### src/rtl/bankwin_pkg.sv
package bankwin_pkg;
  // read sequencer phase: idle/address cycle, or the data cycle of a read
  typedef enum logic {PH_IDLE = 1'b0, PH_DATA = 1'b1} phase_t;
endpackage

### src/rtl/bankwin_bank.sv
module bankwin_bank #(
  parameter int BANK_W = 4
) (
  input  logic              clk,
  input  logic              rst_n,
  input  logic              we,
  input  logic [BANK_W-1:0] wdata,
  output logic [BANK_W-1:0] bank_q
);
  always_ff @(posedge clk) begin
    if (!rst_n)  bank_q <= '0;
    else if (we) bank_q <= wdata;
  end

  // bank only changes through a write, and takes the written value
  a_r6_bank_hold: assert property (@(posedge clk) disable iff (!rst_n)
    !we |=> $stable(bank_q));
  a_r6_bank_load: assert property (@(posedge clk) disable iff (!rst_n)
    we |=> (bank_q == $past(wdata)));
endmodule

### src/rtl/bankwin_seq.sv
module bankwin_seq
  import bankwin_pkg::*;
(
  input  logic clk,
  input  logic rst_n,
  input  logic req_rd,
  output logic start_rd,
  output logic in_data
);
  phase_t phase, phase_nx;

  always_comb begin
    phase_nx = phase;
    case (phase)
      PH_IDLE: if (req_rd) phase_nx = PH_DATA;
      PH_DATA: phase_nx = PH_IDLE;
      default: phase_nx = PH_IDLE;
    endcase
  end

  always_ff @(posedge clk) begin
    if (!rst_n) phase <= PH_IDLE;
    else        phase <= phase_nx;
  end

  assign start_rd = (phase == PH_IDLE) && req_rd;
  assign in_data  = (phase == PH_DATA);

  // an address cycle is always followed by exactly one data cycle
  a_r5_data_follows: assert property (@(posedge clk) disable iff (!rst_n)
    start_rd |=> in_data);
  // the data cycle never repeats
  a_r9_single_data: assert property (@(posedge clk) disable iff (!rst_n)
    in_data |=> !in_data);
endmodule

### src/rtl/bankwin_amux.sv
module bankwin_amux #(
  parameter int CPU_AW = 16,
  parameter int EXT_AW = 19
) (
  input  logic                     clk,
  input  logic                     rst_n,
  input  logic [CPU_AW-1:0]        cpu_addr,
  input  logic [EXT_AW-CPU_AW:0]   bank_q,
  input  logic                     start_rd,
  input  logic                     in_data,
  output logic [EXT_AW-1:0]        ext_addr
);
  localparam int OFF_W  = CPU_AW - 1;
  localparam int BANK_W = EXT_AW - OFF_W;

  // window offset with the bank number in place of the top CPU bit
  function automatic logic [EXT_AW-1:0] map_addr(input logic [BANK_W-1:0] b,
                                                 input logic [CPU_AW-1:0] a);
    return {b, a[OFF_W-1:0]};
  endfunction

  logic [EXT_AW-1:0] live_addr;
  logic [EXT_AW-1:0] held_addr;

  assign live_addr = map_addr(bank_q, cpu_addr);

  always_ff @(posedge clk) begin
    if (!rst_n)        held_addr <= '0;
    else if (start_rd) held_addr <= live_addr;
  end

  assign ext_addr = in_data ? held_addr : live_addr;

  // a read's address does not move between its two cycles
  a_r6_addr_held: assert property (@(posedge clk) disable iff (!rst_n)
    start_rd |=> $stable(ext_addr));
endmodule

### src/rtl/bankwin_top.sv
module bankwin_top #(
  parameter int CPU_AW = 16,
  parameter int EXT_AW = 19,
  parameter int DW     = 8
) (
  input  logic                   clk,
  input  logic                   rst_n,
  input  logic [CPU_AW-1:0]      cpu_addr,
  input  logic                   cpu_rd,
  input  logic                   cpu_wr,
  input  logic [DW-1:0]          cpu_wdata,
  output logic [DW-1:0]          cpu_rdata,
  output logic                   cpu_wait,
  input  logic                   bank_we,
  input  logic [EXT_AW-CPU_AW:0] bank_wdata,
  output logic                   int_sel,
  output logic [EXT_AW-1:0]      ext_addr,
  output logic                   ext_sel,
  output logic                   ext_rd,
  output logic                   ext_wr,
  output logic [DW-1:0]          ext_wdata,
  input  logic [DW-1:0]          ext_rdata
);
  localparam int BANK_W = EXT_AW - CPU_AW + 1;

  logic              win;
  logic              req_rd;
  logic              start_rd;
  logic              in_data;
  logic              idle_acc;
  logic [BANK_W-1:0] bank_q;

  assign win      = cpu_addr[CPU_AW-1];
  assign idle_acc = !in_data && (cpu_rd || cpu_wr);
  assign req_rd   = cpu_rd && !cpu_wr && win;

  bankwin_bank #(.BANK_W(BANK_W)) u_bank (
    .clk(clk), .rst_n(rst_n), .we(bank_we), .wdata(bank_wdata), .bank_q(bank_q)
  );

  bankwin_seq u_seq (
    .clk(clk), .rst_n(rst_n), .req_rd(req_rd), .start_rd(start_rd), .in_data(in_data)
  );

  bankwin_amux #(.CPU_AW(CPU_AW), .EXT_AW(EXT_AW)) u_amux (
    .clk(clk), .rst_n(rst_n), .cpu_addr(cpu_addr), .bank_q(bank_q),
    .start_rd(start_rd), .in_data(in_data), .ext_addr(ext_addr)
  );

  assign int_sel   = idle_acc && !win;
  assign ext_sel   = (idle_acc && win) || in_data;
  assign ext_wr    = !in_data && cpu_wr && win;
  assign ext_rd    = start_rd || in_data;
  assign cpu_wait  = start_rd;
  assign ext_wdata = cpu_wdata;
  assign cpu_rdata = in_data ? ext_rdata : '0;

  // internal accesses never select the external device
  a_r3_low_internal: assert property (@(posedge clk) disable iff (!rst_n)
    int_sel |-> !ext_sel);
  // writes never stall
  a_r4_wr_nowait: assert property (@(posedge clk) disable iff (!rst_n)
    ext_wr |-> !cpu_wait);
  // a wait cycle is followed by a data cycle without wait
  a_r5_wait_then_data: assert property (@(posedge clk) disable iff (!rst_n)
    cpu_wait |=> (ext_rd && !cpu_wait));
  // nothing external is strobed without chip select
  a_r2_strobe_sel: assert property (@(posedge clk) disable iff (!rst_n)
    (ext_rd || ext_wr) |-> ext_sel);
endmodule

### config.mk
export PLATFORM = sky130hd
export DESIGN_NAME = bankwin_top
export DESIGN_NICKNAME = d
export VERILOG_FILES = /design/src/rtl/bankwin_pkg.sv /design/src/rtl/bankwin_bank.sv /design/src/rtl/bankwin_seq.sv /design/src/rtl/bankwin_amux.sv /design/src/rtl/bankwin_top.sv
export SDC_FILE = /design/constraint.sdc
export NUM_CORES = 1
export LEC_CHECK = 0
export BUFFER_PORTS_ARGS = -buffer_cell sky130_fd_sc_hd__buf_2
export CAP_MARGIN = 5
export CORE_MARGIN = 4
export CORE_UTILIZATION = 35
export DETAILED_ROUTE_END_ITERATION = 12
export PLACE_DENSITY = 0.67
export SLEW_MARGIN = 20
export SYNTH_ARGS = -nofsm -noshare
export SYNTH_HDL_FRONTEND = slang
export SYNTH_SLANG_ARGS = --single-unit
export TNS_END_PERCENT = 20
### constraint.sdc
create_clock -name clk -period 2.5 [get_ports clk]
set_input_delay 0.25 -clock clk [delete_from_list [all_inputs] [get_ports clk]]
set_output_delay 0.25 -clock clk [all_outputs]
set_load 0.01 [all_outputs]
==> impl_metrics.json <==
{
  "synth_simple_gate_area_share": 0.1939,
  "finalWirelength_um": 2777,
  "drc": 0,
  "postLayoutCellArea_mm2": 0.001663,
  "cts_max_level": 1,
  "clock-sinks": 24,
  "die_width_um": 70.08,
  "insertion_delay_ns": 0.26,
  "fin_setup_tns_ns": 0,
  "finalCriticalPeriod_ns": 2.035,
  "area_post_placement_mm2": 0.001622,
  "synth_compound_gate_area_share": 0.01020,
  "worstHoldEndpoint": "u_amux.held_addr[13]",
  "max_slew_violation_count": 0,
  "gp_routability_congestion": 0.7415,
  "worst_r2r_endpoint": "u_amux.held_addr[8]",
  "timing.clock.skew_ns": 0.003726,
  "power.density_cell_area_mw_per_mm2": 458.5,
  "clock_path_buffers": 2,
  "cts-buffers-inserted": 3,
  "grtUsageTotal": 0.1093,
  "dr.pass1.iters": 4,
  "synth_xor_area_frac": 0,
  "yosysWarnings": 0,
  "critical_path_arrival_ns": 1.78,
  "timing.rr.start": "u_seq.in_data",
  "io_buffers": 64,
  "die_area_mm2": 0.004911,
  "timing.reg2reg.setup_slack_ns": 0.94,
  "ys_seq_elements": 24,
  "gr-total-overflow": 0,
  "synth_area_per_cell_um2": 9.302,
  "synth_async_sr_flop_share": 0,
  "rsz0062_at_grt": "false",
  "leakage_power_summed_over_all_cells_nw": 0.7796,
  "grt_antenna_before_repair": 0,
  "number_of_stages_on_the_worst_hold_path": 3,
  "vias": 1098,
  "outcome": "complete, no violations",
  "synth_nets": 186,
  "layout_worst_path_cycle_share": 0.8139,
  "max_slew_margin": 0.5459,
  "yosysMostFrequentCell": "sky130_fd_sc_hd__nand2_1",
  "yosys.area.top_type": "sky130_fd_sc_hd__dfxtp_1",
  "cp.required_ns": 2.25,
  "cts.repair.resized": 0,
  "setup.worst_path.start_class": "flip-flop",
  "worst_r2r_path_depth": 3,
  "combinational_family_with_the_most_area_after_synthesis": "multiplexers",
  "holdCritPathClass": "input pin to flip-flop",
  "clk_transition_reported_paths_ns": 0.08,
  "ys_top_cells_by_area": "sky130_fd_sc_hd__dfxtp_1 36%, sky130_fd_sc_hd__mux2i_1 17%, sky130_fd_sc_hd__mux2_1 16%",
  "route.detailed.wl_per_inst_um": 11.43,
  "post_route_cells_drive_above_1_share": 0.3692,
  "syn-instance-count": 145,
  "floorplan.initialDensity": 0.3657,
  "synth.mux.area_fraction": 0.3293,
  "finalSetupViolCount": 0,
  "placed_cells_incl_taps": 240,
  "global_route_wire_length_before_repair_um": 4540,
  "synth.distinct_cells": 18,
  "critical_hold_path_startpoint": "cpu_addr[13]",
  "fin_nets": 238,
  "seq_area_frac_synth": 0.3562,
  "synth-adder-area-share": 0,
  "final.hold.worst_slack_ns": 0.2349,
  "grt_max_degree": 44,
  "postSynth.topFlopCell": "sky130_fd_sc_hd__dfxtp_1",
  "detail_route.vias_per_cell": 4.519,
  "post_cts_hold_buffer_count": 0,
  "synth_enable_flop_cells": 0,
  "rows": 22,
  "detailed_place_hpwl_um": 2149,
  "tritoncts": "done",
  "ant_nets": 0,
  "die_height_um": 70.08,
  "drv.max_cap_violation_count": 0,
  "post_route_insts_no_fill": 243,
  "syn_area_mm2": 0.001349,
  "cts_setup_buffers": 0,
  "area_growth_syn_to_layout_pct": 23.28,
  "insertedDiodeCount": 0,
  "first_global_vias": 1033,
  "worstPathMaxFanout": 15,
  "cts.root.buffer_cell": "sky130_fd_sc_hd__clkbuf_8",
  "drt_first_iter_violations": 36,
  "worst_slew_pin_slew_ns": 0.6802,
  "core_mm2": 0.003689,
  "synth_top_area_share": 0.3562,
  "fmax_mhz": 491.5,
  "peakVddDrop_v": 0.0003875,
  "crit_path_end_kind": "output port",
  "synth_common_cells": "38 x sky130_fd_sc_hd__nand2_1, 24 x sky130_fd_sc_hd__dfxtp_1, 23 x sky130_fd_sc_hd__mux2i_1, 19 x sky130_fd_sc_hd__mux2_1",
  "path_class": "flip-flop to output port",
  "report.final.hold_viol_count": 0,
  "ios": 81
}
state kept, by name, indices dropped and copies added (netlist names):
register / count
u_bank.bank_q: 4
u_amux.held_addr: 19
u_seq.in_data: 1
how the worst max path moves through the flow:
stage,startpoint,to,cells after the start
final,u_seq.in_data,ext_addr[4],3
after global routing,u_seq.in_data,ext_addr[4],3
after CTS,u_seq.in_data,ext_addr[4],3
after detailed placement,u_seq.in_data,ext_addr[8],3
after global placement,u_seq.in_data,ext_addr[4],3
after floorplan,u_seq.in_data,ext_addr[0],2
layer usage:
metal | share of wire | wire (um) | GRT usage | up-vias
li1 | - | - | - | 569
met1 | 0.44 | 1218 | 0.1287 | 498
met2 | 0.50 | 1376 | 0.1962 | 29
met3 | 0.060 | 167 | 0.03309 | 2
met4 | 0.0050 | 14 | 0.01915 | 0
met5 | 0 | 0 | 0 | -
power breakdown:
group	leakage (nW)	total [mW]	internal (mW)	switching (mW)
Clock	0.0216	0.220	0.107	0.113
Sequential	0.195	0.405	0.396	0.00936
Combinational	0.563	0.137	0.0698	0.0673
Total	0.780	0.762	0.573	0.190
worst max-delay path, cell delays in order, from the launching register on:
cell,delay [ns]
sky130_fd_sc_hd__dfxtp_1,0.76
sky130_fd_sc_hd__buf_4,0.29
sky130_fd_sc_hd__mux2_1,0.33
sky130_fd_sc_hd__buf_2,0.14
logic make-up (layout without fill, tap and decap cells):
logic type,count (synthesis),after routing
compound gates,2,2
buf+inv,21,71
flops,24,24
mux,42,42
simple gates,56,56
per-stage QoR:
step | power, mW | util | worst slack (ns)
2_1_floorplan | 0.5088 | - | 1.292
3_3_place_gp | 0.5520 | 0.4396 | 0.7509
3_5_place_dp | 0.5537 | 0.4396 | 0.6940
4_1_cts | 0.7749 | 0.4508 | 0.4071
5_1_grt | 0.8065 | 0.4508 | 0.3155
6_report | 0.7624 | 0.4508 | 0.4654
cell type report:
class                   instances  area, um^2
clock buffers                   3       41.29
flip-flops and latches         24       480.5
well taps                      48       60.06
repair buffers                 67       342.8
multi-input cells             100       734.5
inverters                       1       3.754
fillers                       391        2026
cell usage in the layout (no fill, tap or decap), drive strengths merged:
| cell type | n |
|---|---|
| nor2b | 4 |
| and2 | 9 |
| mux2i | 23 |
| o21ai | 1 |
| nor4bb | 1 |
| nor2 | 1 |
| inv | 1 |
| nand2b | 1 |
| nand2 | 38 |
| buf | 67 |
| mux2 | 19 |
| nor3 | 1 |
| dfxtp | 24 |
| a31o | 1 |
| nor3b | 1 |
| clkbuf | 3 |
Note: power is estimated with default switching activity, not from simulation.
